[config.mk]
export PLATFORM = sky130hd
export DESIGN_NAME = reset_sequencer
export DESIGN_NICKNAME = d
export VERILOG_FILES = /design/src/rtl/rsq_pkg.sv /design/src/rtl/rsq_sync.sv /design/src/rtl/rsq_edge.sv /design/src/rtl/rsq_pwrt.sv /design/src/rtl/rsq_ost.sv /design/src/rtl/rsq_flags.sv /design/src/rtl/reset_sequencer.sv
export SDC_FILE = /design/constraint.sdc
export NUM_CORES = 1
export LEC_CHECK = 0
export BUFFER_PORTS_ARGS = -buffer_cell sky130_fd_sc_hd__buf_2
export CORE_MARGIN = 3
export CORE_UTILIZATION = 40
export CTS_CLUSTER_SIZE = 14
export DETAILED_ROUTE_END_ITERATION = 10
export HOLD_SLACK_MARGIN = 0.02
export PLACE_DENSITY = 0.59
export SYNTH_ARGS = -nofsm -noshare
export SYNTH_HDL_FRONTEND = slang
export SYNTH_SLANG_ARGS = --single-unit
[constraint.sdc]
create_clock -name clk -period 2.3 [get_ports clk]
set_input_delay 0.46 -clock clk [delete_from_list [all_inputs] [get_ports clk]]
set_output_delay 0.46 -clock clk [all_outputs]
set_load 0.005 [all_outputs]
[src/rtl/rsq_pkg.sv]
package rsq_pkg;
  typedef enum logic [1:0] {
    SQ_HOLD  = 2'd0,
    SQ_DELAY = 2'd1,
    SQ_START = 2'd2,
    SQ_RUN   = 2'd3
  } seq_state_t;
endpackage

[src/rtl/rsq_sync.sv]
module rsq_sync #(
  parameter int WIDTH  = 1,
  parameter int STAGES = 2
) (
  input  logic             clk,
  input  logic [WIDTH-1:0] d,
  output logic [WIDTH-1:0] q
);
  localparam int CHAIN_W = WIDTH * STAGES;

  logic [CHAIN_W-1:0] chain;

  generate
    if (STAGES == 1) begin : g_single
      always_ff @(posedge clk) chain <= d;
    end else begin : g_multi
      always_ff @(posedge clk) chain <= {chain[CHAIN_W-WIDTH-1:0], d};
    end
  endgenerate

  assign q = chain[CHAIN_W-1 -: WIDTH];
endmodule

[src/rtl/rsq_edge.sv]
module rsq_edge #(
  parameter int STAGES = 2
) (
  input  logic clk,
  input  logic d,
  output logic rise
);
  logic lvl;
  logic lvl_q;

  rsq_sync #(.WIDTH(1), .STAGES(STAGES)) u_sync (
    .clk (clk),
    .d   (d),
    .q   (lvl)
  );

  always_ff @(posedge clk) lvl_q <= lvl;

  assign rise = lvl & ~lvl_q;
endmodule

[src/rtl/rsq_pwrt.sv]
module rsq_pwrt #(
  parameter int SEL0_TICKS = 72,
  parameter int SEL1_TICKS = 18,
  parameter int SEL2_TICKS = 1152,
  parameter int SEL3_TICKS = 288
) (
  input  logic       clk,
  input  logic       clear,
  input  logic       load,
  input  logic [1:0] sel,
  input  logic       run,
  input  logic       tick,
  output logic       done
);
  localparam int MAX01 = (SEL0_TICKS > SEL1_TICKS) ? SEL0_TICKS : SEL1_TICKS;
  localparam int MAX23 = (SEL2_TICKS > SEL3_TICKS) ? SEL2_TICKS : SEL3_TICKS;
  localparam int MAXT  = (MAX01 > MAX23) ? MAX01 : MAX23;
  localparam int CW    = (MAXT < 2) ? 1 : $clog2(MAXT);

  logic [1:0]    sel_q;
  logic [CW-1:0] cnt;
  logic [CW-1:0] last;

  always_comb begin
    case (sel_q)
      2'd0:    last = CW'(SEL0_TICKS - 1);
      2'd1:    last = CW'(SEL1_TICKS - 1);
      2'd2:    last = CW'(SEL2_TICKS - 1);
      default: last = CW'(SEL3_TICKS - 1);
    endcase
  end

  assign done = run & tick & (cnt == last);

  always_ff @(posedge clk) begin
    if (load) sel_q <= sel;
  end

  always_ff @(posedge clk) begin
    if (clear) begin
      cnt <= '0;
    end else if (run && tick) begin
      cnt <= done ? '0 : cnt + CW'(1);
    end
  end


  pwrt_range_chk: assert property (@(posedge clk) disable iff (clear)
    run |-> (cnt <= last));


  pwrt_wrap_chk: assert property (@(posedge clk) disable iff (clear)
    done |=> (cnt == '0));


  pwrt_frozen_chk: assert property (@(posedge clk) disable iff (clear)
    !run |=> $stable(cnt));
endmodule

[src/rtl/rsq_ost.sv]
module rsq_ost #(
  parameter int CYCLES = 16
) (
  input  logic clk,
  input  logic clear,
  input  logic run,
  input  logic edge_i,
  input  logic ok,
  output logic done
);
  localparam int CW = (CYCLES < 3) ? 1 : $clog2(CYCLES);
  localparam logic [CW-1:0] LAST = CW'(CYCLES - 1);

  logic [CW-1:0] cnt;
  logic          step;

  assign step = run & edge_i & ok;
  assign done = step & (cnt == LAST);

  always_ff @(posedge clk) begin
    if (clear) begin
      cnt <= '0;
    end else if (step) begin
      cnt <= done ? '0 : cnt + CW'(1);
    end
  end


  ost_idle_chk: assert property (@(posedge clk) disable iff (clear)
    (run && !ok) |=> $stable(cnt));


  ost_range_chk: assert property (@(posedge clk) disable iff (clear)
    run |-> (cnt <= LAST));
endmodule

[src/rtl/rsq_flags.sv]
module rsq_flags (
  input  logic clk,
  input  logic pwr_lvl,
  input  logic wdt_lvl,
  input  logic pin_lvl,
  input  logic sleep,
  output logic to_q,
  output logic pd_q
);
  logic pwr_prev;
  logic wdt_prev;
  logic pin_prev;
  logic pwr_rise;
  logic wdt_rise;
  logic pin_rise;

  assign pwr_rise = pwr_lvl & ~pwr_prev;
  assign wdt_rise = wdt_lvl & ~wdt_prev;
  assign pin_rise = pin_lvl & ~pin_prev;

  always_ff @(posedge clk) begin
    pwr_prev <= pwr_lvl;
    wdt_prev <= wdt_lvl;
    pin_prev <= pin_lvl;
  end

  always_ff @(posedge clk) begin
    if (pwr_rise) begin
      to_q <= 1'b1;
      pd_q <= 1'b1;
    end else if (wdt_rise) begin
      to_q <= 1'b0;
      if (sleep) pd_q <= 1'b0;
    end else if (pin_rise) begin
      if (sleep) pd_q <= 1'b0;
    end
  end


  pwr_flags_chk: assert property (@(posedge clk)
    pwr_rise |=> (to_q && pd_q));


  wdt_to_chk: assert property (@(posedge clk)
    (wdt_rise && !pwr_rise) |=> !to_q);


  pin_run_chk: assert property (@(posedge clk)
    (pin_rise && !pwr_rise && !wdt_rise && !sleep) |=> ($stable(to_q) && $stable(pd_q)));
endmodule

[src/rtl/reset_sequencer.sv]
module reset_sequencer #(
  parameter int SYNC_STAGES = 2,
  parameter int SEL0_TICKS  = 72,
  parameter int SEL1_TICKS  = 18,
  parameter int SEL2_TICKS  = 1152,
  parameter int SEL3_TICKS  = 288,
  parameter int OST_CYCLES  = 16
) (
  input  logic       clk,
  input  logic       por_req,
  input  logic       bor_req,
  input  logic       ext_rst_n,
  input  logic       wdt_expire,
  input  logic       tick_slow,
  input  logic       osc_clk,
  input  logic       osc_ok,
  input  logic       sleep_mode,
  input  logic [1:0] dly_sel,
  output logic       sys_rst,
  output logic       stat_to,
  output logic       stat_pd
);
  import rsq_pkg::*;

  localparam int NLVL = 6;

  logic [NLVL-1:0] lvl_raw;
  logic [NLVL-1:0] lvl_s;
  logic            por_s;
  logic            bor_s;
  logic            pin_s;
  logic            wdt_s;
  logic            ok_s;
  logic            sleep_s;
  logic            tick_rise;
  logic            osc_rise;
  logic            any_req;
  logic            pwrt_done;
  logic            ost_done;
  seq_state_t      state;
  seq_state_t      state_nxt;

  assign lvl_raw = {por_req, bor_req, ~ext_rst_n, wdt_expire, osc_ok, sleep_mode};

  rsq_sync #(.WIDTH(NLVL), .STAGES(SYNC_STAGES)) u_lvl_sync (
    .clk (clk),
    .d   (lvl_raw),
    .q   (lvl_s)
  );

  assign {por_s, bor_s, pin_s, wdt_s, ok_s, sleep_s} = lvl_s;
  assign any_req = por_s | bor_s | pin_s | wdt_s;

  rsq_edge #(.STAGES(SYNC_STAGES)) u_tick_edge (
    .clk  (clk),
    .d    (tick_slow),
    .rise (tick_rise)
  );

  rsq_edge #(.STAGES(SYNC_STAGES)) u_osc_edge (
    .clk  (clk),
    .d    (osc_clk),
    .rise (osc_rise)
  );

  rsq_pwrt #(
    .SEL0_TICKS (SEL0_TICKS),
    .SEL1_TICKS (SEL1_TICKS),
    .SEL2_TICKS (SEL2_TICKS),
    .SEL3_TICKS (SEL3_TICKS)
  ) u_pwrt (
    .clk   (clk),
    .clear (any_req),
    .load  ((state == SQ_HOLD) && !any_req),
    .sel   (dly_sel),
    .run   (state == SQ_DELAY),
    .tick  (tick_rise),
    .done  (pwrt_done)
  );

  rsq_ost #(.CYCLES(OST_CYCLES)) u_ost (
    .clk    (clk),
    .clear  (any_req),
    .run    (state == SQ_START),
    .edge_i (osc_rise),
    .ok     (ok_s),
    .done   (ost_done)
  );

  rsq_flags u_flags (
    .clk     (clk),
    .pwr_lvl (por_s | bor_s),
    .wdt_lvl (wdt_s),
    .pin_lvl (pin_s),
    .sleep   (sleep_s),
    .to_q    (stat_to),
    .pd_q    (stat_pd)
  );

  always_comb begin
    state_nxt = state;
    if (any_req) begin
      state_nxt = SQ_HOLD;
    end else begin
      case (state)
        SQ_HOLD:  state_nxt = SQ_DELAY;
        SQ_DELAY: if (pwrt_done) state_nxt = SQ_START;
        SQ_START: if (ost_done) state_nxt = SQ_RUN;
        default:  state_nxt = SQ_RUN;
      endcase
    end
  end

  always_ff @(posedge clk) begin
    state   <= state_nxt;
    sys_rst <= (state_nxt != SQ_RUN);
  end


  req_rst_chk: assert property (@(posedge clk)
    any_req |=> sys_rst);


  hold_req_chk: assert property (@(posedge clk)
    any_req |=> (state == SQ_HOLD));


  release_order_chk: assert property (@(posedge clk) disable iff (any_req)
    $fell(sys_rst) |-> ($past(state) == SQ_START));


  start_after_delay_chk: assert property (@(posedge clk) disable iff (any_req)
    (state == SQ_START) |-> ($past(state) == SQ_DELAY || $past(state) == SQ_START));
endmodule

# Yosys cells after proc, flatten, opt, wreduce, memory -nomap -nowiden
# Index checks and enable logic that the tools add are counted.
# W data, S select, Z words.
# word_totals
regBits,43
latch_bits,0
ramBits,0
romBits,0
output_inout_bits,3
word_cells,59
memories,0
# op_classes
addsub,2
n_mul,0
div,0
magnitude_cmp,0
n_eq_ne,7
n_shift,0
n_mux,10
bitwise_logic,19
reduce_logical,6
# ops
cell,n
$pmux W11 S3,1
$add A11 B1 Y11 const B,1
$eq A11 B11 Y1,1
$mux W11,1
$and A1 B1 Y1,10
$mux W2,3
$not A1 Y1,6
$pmux W2 S3,1
$add A4 B1 Y4 const B,1
$eq A2 B1 Y1 const B,2
$eq A2 B2 Y1 const B,2
$eq A4 B4 Y1 const B,1
$logic_not A2 Y1,2
$mux W4,1
$mux W1,3
$or A1 B1 Y1,3
$logic_and A1 B1 Y1,2
$ne A2 B2 Y1 const B,1
$reduce_bool A2 Y1,1
$logic_not A1 Y1,1

# Logic depth before layout (Yosys ltp)
# depth
word_depth,9
ltp_mapped,6
mapped_depth_nobuf,5

# Modules after synthesis
# Synthesis repeated with hierarchy kept, for this count alone.
# unflattened
cells_unflattened,155
hier_area_um2,1610.3
# modules_own_cells
module,instances,cells_each,area_per_inst_um2,seq_area_each_um2
rsq_pwrt,1,79,691.9,280.3
rsq_sync (u_lvl_sync),1,18,285.3,240.2
rsq_ost,1,22,191.4,80.1
rsq_flags,1,13,161.4,100.1
reset_sequencer,1,15,132.6,60.1
rsq_sync (u_osc_edge.u_sync ...),2,2,40.0,40.0
rsq_edge,2,2,33.8,20.0

# Worst setup path before layout
# Ideal clock, no wire load.
# synth_path
path_type,register to register
start,reg u_pwrt.sel_q[0]
end,reg state[0]
arrival_time_ns,1.744
required_time_ns,2.159
path_slack_ns,0.415
path_stages_with_launch,7
path_buffers,1
cell_sequence,edfxtp_1 -> buf_2 -> or4b_4 -> a211oi_2 -> o21ai_2 -> nor4_4 -> a211oi_1
# synth_between
elab_chain_cells,7
word_cells_on_any_way,9
classes_between,3 x eq/ne; 4 x mux; 1 x bitwise; 1 x reduce/logical
# synth_lines
item,line_no,text
"start, declared",rsq_pwrt.sv:20,logic [1:0] sel_q;
"start signal, assigned",rsq_pwrt.sv:36,if (load) sel_q <= sel;
"$eq A2 B2 Y1, or another cell as far along",rsq_pwrt.sv:25,case (sel_q)
$pmux W11 S3 (*),rsq_pwrt.sv:25,
$eq A11 B11 Y1 (*),rsq_pwrt.sv:33,assign done = run & tick & (cnt == last);
$and A1 B1 Y1 (*),rsq_pwrt.sv:33,
$mux W2 (*),reset_sequencer.sv:107,SQ_DELAY: if (pwrt_done) state_nxt = SQ_START;
$pmux W2 S3 (*),reset_sequencer.sv:105,case (state)
$mux W2 (*),reset_sequencer.sv:102,if (any_req) begin
net state_nxt[0],reset_sequencer.sv:41,seq_state_t state_nxt;
"end signal, assigned",reset_sequencer.sv:115,state <= state_nxt;
"end, declared",reset_sequencer.sv:40,seq_state_t state;
# Mark *: on every way through the listed nets, which the timed path passes. The rest lies on a longest branch.
# A chain may end at the register's enable or synchronous reset.

# Worst setup path after layout
# layout_path
start,reg u_pwrt.cnt[2]
end,reg u_pwrt.cnt[6]
# layout_between
elab_chain_cells,3
word_cells_on_any_way,4
classes_between,1 x add/sub; 1 x eq/ne; 1 x mux; 1 x bitwise
# layout_lines
item,line_no,text
"start, declared",rsq_pwrt.sv:21,logic [CW-1:0] cnt;
"start signal, assigned",rsq_pwrt.sv:43,cnt <= done ? '0 : cnt + CW'(1);
branches (longest 2 deep; another with $add A11 B1 Y11),--,
$mux W11 (*),rsq_pwrt.sv:43,
# Mark *: on every way between the ends.

==> report_table.html <==
<table>
<tr><th>Metric</th><th>Value</th></tr>
<tr><th colspan="2">Pwr</th></tr>
<tr><td>Pwr Density</td><td>765 nW/µm²</td></tr>
<tr><td>Leakage power figure</td><td>0.000622 µW</td></tr>
<tr><td>Maximum vdd ir drop</td><td>0.413 mV</td></tr>
<tr><th colspan="2">Synth</th></tr>
<tr><td>Compound-cell area share of the yosys netlist</td><td>0.105</td></tr>
<tr><td>Simple-gate share of the synthesized area</td><td>0.210</td></tr>
<tr><td>Seq/Total Area, Yosys</td><td>0.565</td></tr>
<tr><td>Post-synthesis instance area</td><td>1560 µm²</td></tr>
<tr><td>Portion of netlist area occupied by mux cells</td><td>0.0129</td></tr>
<tr><td>Unique cell type count in the Yosys netlist</td><td>42</td></tr>
<tr><td>Parity-gate share of the synthesized area counting xor and xnor cells</td><td>0.0562</td></tr>
<tr><td>Post-synthesis adder-cell area fraction</td><td>0.0161</td></tr>
<tr><td>Largest family of logic cells by synthesized area</td><td>simple AND/OR/NAND/NOR gates</td></tr>
<tr><td>Register bit total from synthesis</td><td>43</td></tr>
<tr><td>Syn_nets</td><td>approximately 160</td></tr>
<tr><td>Instance count of the mapped netlist</td><td>150</td></tr>
<tr><td>Synth warnings</td><td>0</td></tr>
<tr><td>Synthesized area per cell</td><td>10.4 µm²</td></tr>
<tr><th colspan="2">Clock network</th></tr>
<tr><td>Max clock buf depth</td><td>2</td></tr>
<tr><td>Clock root buffer master</td><td>sky130_fd_sc_hd__clkbuf_8</td></tr>
<tr><td>Hold buffers post-CTS</td><td>0</td></tr>
<tr><td>Number of buffers added by the clock tree synthesis step</td><td>5</td></tr>
<tr><td>Depth of the CTS H-tree</td><td>2</td></tr>
<tr><td>Clock slew at reported path FFs</td><td>80 ps</td></tr>
<tr><td>Post-CTS resize count</td><td>0</td></tr>
<tr><td>Number of sinks on the clock net</td><td>43</td></tr>
<tr><td>Clock latency of the later-clocked register in the worst-skew pair</td><td>280 ps</td></tr>
<tr><td>CTS tree</td><td>done</td></tr>
<tr><td>Setup Fix Bufs, Post-CTS</td><td>0</td></tr>
<tr><th colspan="2">Worst setup path</th></tr>
<tr><td>Cell with the biggest individual delay on the critical path</td><td>sky130_fd_sc_hd__or4b_4</td></tr>
<tr><td>Startpoint of the worst setup timing path</td><td>u_pwrt.cnt[2]$_SDFFE_PN0P_</td></tr>
<tr><td>Largest stage delay on the critical path</td><td>about 540 ps</td></tr>
<tr><td>CP cell instances</td><td>or4b_4 &gt; a211oi_2 &gt; o21ai_2 &gt; nor4_4 &gt; nor3_1</td></tr>
<tr><td>Sum of buffers and inverters on the critical path</td><td>0</td></tr>
<tr><td>Critical Path Fanout Max</td><td>9</td></tr>
<tr><td>Top cell family by delay on the critical path</td><td>simple AND/OR/NAND/NOR gates</td></tr>
<tr><td>CP Launch Type</td><td>flop</td></tr>
<tr><td>Reg2reg start</td><td>u_pwrt.cnt[2]$_SDFFE_PN0P_</td></tr>
<tr><td>Data required, critical path</td><td>2450 ps</td></tr>
<tr><td>WS Path Type</td><td>flop to flop</td></tr>
<tr><td>Worst path arrival time</td><td>2180 ps</td></tr>
<tr><td>Crit path capture type</td><td>flop</td></tr>
<tr><th colspan="2">Global routing</th></tr>
<tr><td>Vias in the first global route</td><td>1010</td></tr>
<tr><td>Antenna violations before repair</td><td>0</td></tr>
<tr><td>Total track usage</td><td>0.131</td></tr>
<tr><td>Maximum number of pins on one net before global-route repair</td><td>17</td></tr>
<tr><td>Global route overflow</td><td>0</td></tr>
<tr><td>First-pass GRT wire length</td><td>4.51 mm</td></tr>
<tr><th colspan="2">Routing</th></tr>
<tr><td>Length of the first detailed-routing pass in iterations</td><td>4</td></tr>
<tr><td>Per-cell routed wire length</td><td>11.8 µm</td></tr>
<tr><td>Remaining design rule violation count</td><td>0</td></tr>
<tr><td>Avg Vias per Cell</td><td>4.92</td></tr>
<tr><td>Antenna-violating nets left</td><td>0</td></tr>
<tr><td>Post-detailed-routing wire length</td><td>2.57 mm</td></tr>
<tr><td>Via count of the routed design</td><td>1073</td></tr>
<tr><td>Drt first-iter violations</td><td>51</td></tr>
<tr><th colspan="2">Run</th></tr>
<tr><td>Reported max-cap violation count</td><td>0</td></tr>
<tr><th colspan="2">Floorplanning</th></tr>
<tr><td>Vertical die dimension</td><td>68.4 µm</td></tr>
<tr><td>Horizontal die dimension</td><td>68.4 µm</td></tr>
<tr><td>Die Footprint</td><td>4680 µm²</td></tr>
<tr><td>Total I/O pin count</td><td>14</td></tr>
<tr><td>Core Footprint</td><td>3720 µm²</td></tr>
<tr><td>Total number of placement rows</td><td>22</td></tr>
<tr><td>Initial standard-cell utilization of the core</td><td>0.419</td></tr>
<tr><th colspan="2">Timing</th></tr>
<tr><td>Least-Margin Pin Slew</td><td>around 520 ps</td></tr>
<tr><td>Final worst-path cycle share</td><td>0.883</td></tr>
<tr><td>Setup repair after global routing missed its margin</td><td>false</td></tr>
<tr><td>Max-slew violation count</td><td>0</td></tr>
<tr><td>Final-layout setup total negative slack</td><td>0 ps</td></tr>
<tr><td>Number of failing setup endpoints in the final timing report</td><td>0</td></tr>
<tr><td>Clock Skew</td><td>6.46 ps</td></tr>
<tr><td>Fmax</td><td>0.492 GHz</td></tr>
<tr><td>Shortest clock period the worst path allows after layout</td><td>2030 ps</td></tr>
<tr><td>Hold WS</td><td>roughly 280 ps</td></tr>
<tr><td>Fin. Hold Viols</td><td>0</td></tr>
<tr><td>Slew headroom</td><td>0.649</td></tr>
<tr><th colspan="2">Cells and area</th></tr>
<tr><td>Inserted Diodes</td><td>0</td></tr>
<tr><td>Synthesis-to-finish area growth</td><td>14.8%</td></tr>
<tr><td>Share of layout cells above drive strength 1</td><td>0.159</td></tr>
<tr><td>Final Net Count</td><td>~180</td></tr>
<tr><td>Most frequent standard cell in the layout excluding fill and tap cells</td><td>sky130_fd_sc_hd__dfxtp_1</td></tr>
<tr><td>Number of fillers in the final layout</td><td>356</td></tr>
<tr><td>Top library cells by usage in the layout, fill and taps aside</td><td>41 x sky130_fd_sc_hd__dfxtp_1, 15 x sky130_fd_sc_hd__nor3_1, 13 x sky130_fd_sc_hd__buf_2, 12 x sky130_fd_sc_hd__nand2_1, 9 x sky130_fd_sc_hd__nor2_1</td></tr>
<tr><th colspan="2">Hold path</th></tr>
<tr><td>Path type of the worst min-delay path</td><td>input pin to flop</td></tr>
<tr><td>Worst Hold Launch</td><td>sleep_mode</td></tr>
<tr><th colspan="2">Placed design</th></tr>
<tr><td>Routability congestion estimate from global placement</td><td>about 0.82</td></tr>
<tr><td>DPL Wire Length</td><td>roughly 1.9 mm</td></tr>
<tr><td>Count of input and output buffers</td><td>13</td></tr>
<tr><th colspan="2">Outcome</th></tr>
<tr><td>Run status</td><td>finished, final reports clean</td></tr>
</table>
[power breakdown]
| group | total (µW) | switching (µW) | internal, µW |
|---|---|---|---|
| Combinational | 31.4 | 14.3 | 17.1 |
| Clock | 550 | 226 | 325 |
| Sequential | 785 | 9.68 | 776 |
[path summary, 6_finish.rpt]
kind | to | slack [ps] | depth (start not counted)
min reg2reg | u_lvl_sync.chain[9]$_DFF_P_ | 330 | 0
max | u_pwrt.cnt[6]$_SDFFE_PN0P_ | 270 | 5
min | u_lvl_sync.chain[0]$_DFF_P_ | 280 | 1
max reg2reg | u_pwrt.cnt[6]$_SDFFE_PN0P_ | 270 | 5
[per-stage QoR]
step / area [µm²] / setup WS [ps] / utilization / instances / power [µW]
after floorplan: 1560 / 415 / - / 150 / 816
after global placement: 1680 / 319 / 0.453 / 210 / 834
after detailed placement: 1680 / 275 / 0.453 / 210 / 836
after CTS: 1790 / 252 / 0.481 / 218 / 1390
after global routing: 1790 / 113 / 0.481 / 218 / 1420
final: 1790 / 269 / 0.481 / 218 / 1370
[cell type report]
cell class / count / area (µm²) / share of cell area
clock buffers: 7 / 76.3 / 0.0427
clock inverters: 1 / 30.0 / 0.0168
inverters: 8 / 30.0 / 0.0168
well taps: 48 / 60.1 / 0.0336
repair buffers: 16 / 87.6 / 0.0490
multi-input cells: 95 / 623 / 0.348
flip-flops and latches: 43 / 881 / 0.493
[state kept, by name, summed over array words and instances, names as in the netlist]
register / flops
sys_rst: 1
u_flags.pwr_prev: 1
u_flags.to_q: 1
u_osc_edge.u_sync.chain: 2
u_ost.cnt: 4
u_tick_edge.u_sync.chain: 2
u_osc_edge.lvl_q: 1
u_flags.pd_q: 1
u_pwrt.sel_q: 2
u_tick_edge.lvl_q: 1
u_pwrt.cnt: 11
u_flags.pin_prev: 1
u_lvl_sync.chain: 12
state: 2
u_flags.wdt_prev: 1
[worst reg2reg max path, delay by kind of cell (launching register included)]
kind / cells / cell delay [ps]
simple gates: 3 / 1160
flops: 1 / 390
compound gates: 2 / 350
[cell usage after synthesis]
| cell | count | area (µm²) |
|---|---|---|
| sky130_fd_sc_hd__a2111oi_0 | 1 | 8.76 |
| sky130_fd_sc_hd__a211oi_1 | 1 | 7.51 |
| sky130_fd_sc_hd__a211oi_2 | 1 | 12.5 |
| sky130_fd_sc_hd__a21boi_0 | 1 | 7.51 |
| sky130_fd_sc_hd__a21oi_1 | 6 | 30.0 |
| sky130_fd_sc_hd__a31oi_1 | 1 | 6.26 |
| sky130_fd_sc_hd__a41oi_1 | 1 | 8.76 |
| sky130_fd_sc_hd__and2_1 | 1 | 6.26 |
| sky130_fd_sc_hd__and4bb_1 | 1 | 12.5 |
| sky130_fd_sc_hd__buf_2 | 1 | 5.00 |
| sky130_fd_sc_hd__buf_6 | 1 | 11.3 |
| sky130_fd_sc_hd__clkbuf_1 | 2 | 7.51 |
| sky130_fd_sc_hd__dfxtp_1 | 41 | 821 |
| sky130_fd_sc_hd__edfxtp_1 | 2 | 60.1 |
| sky130_fd_sc_hd__ha_1 | 2 | 25.0 |
| sky130_fd_sc_hd__inv_1 | 8 | 30.0 |
| sky130_fd_sc_hd__mux2i_1 | 2 | 20.0 |
| sky130_fd_sc_hd__nand2_1 | 12 | 45.0 |
| sky130_fd_sc_hd__nand2b_1 | 1 | 6.26 |
| sky130_fd_sc_hd__nand3_1 | 1 | 5.00 |
| sky130_fd_sc_hd__nand3b_1 | 1 | 7.51 |
| sky130_fd_sc_hd__nand4_1 | 3 | 18.8 |
| sky130_fd_sc_hd__nand4b_1 | 1 | 8.76 |
| sky130_fd_sc_hd__nand4bb_1 | 1 | 11.3 |
| sky130_fd_sc_hd__nor2_1 | 9 | 33.8 |
| sky130_fd_sc_hd__nor2b_1 | 4 | 25.0 |
| sky130_fd_sc_hd__nor3_1 | 15 | 75.1 |
| sky130_fd_sc_hd__nor4_1 | 1 | 6.26 |
| sky130_fd_sc_hd__nor4_4 | 1 | 21.3 |
| sky130_fd_sc_hd__nor4b_1 | 1 | 8.76 |
| sky130_fd_sc_hd__o211ai_1 | 1 | 7.51 |
| sky130_fd_sc_hd__o21a_1 | 1 | 7.51 |
| sky130_fd_sc_hd__o21ai_0 | 4 | 20.0 |
| sky130_fd_sc_hd__o21ai_2 | 1 | 8.76 |
| sky130_fd_sc_hd__o221ai_1 | 1 | 8.76 |
| sky130_fd_sc_hd__o22ai_1 | 2 | 12.5 |
| sky130_fd_sc_hd__o32ai_1 | 2 | 17.5 |
| sky130_fd_sc_hd__or3_1 | 2 | 12.5 |
| sky130_fd_sc_hd__or3b_2 | 1 | 8.76 |
| sky130_fd_sc_hd__or4b_4 | 1 | 13.8 |
| sky130_fd_sc_hd__xnor2_1 | 8 | 70.1 |
| sky130_fd_sc_hd__xor2_1 | 2 | 17.5 |
[metal layers]
layer | track usage | share of wire | up-vias
met2 | 0.195 | 0.46 | 16
li1 | - | - | 567
met4 | 0.0596 | 0.014 | 0
met3 | 0.0443 | 0.035 | 4
met5 | 0 | 0 | -
met1 | 0.170 | 0.49 | 486
[logic make-up (layout without fill, tap and decap cells)]
| group | count (synthesis) | in the layout |
|---|---|---|
| mux | 2 | 2 |
| fa+ha+maj | 2 | 2 |
| buf+inv | 12 | 32 |
| compound gates | 24 | 24 |
| flops | 43 | 43 |
| xor+xnor | 10 | 10 |
| simple gates | 57 | 57 |
Note: power is estimated with default switching activity, not from simulation.
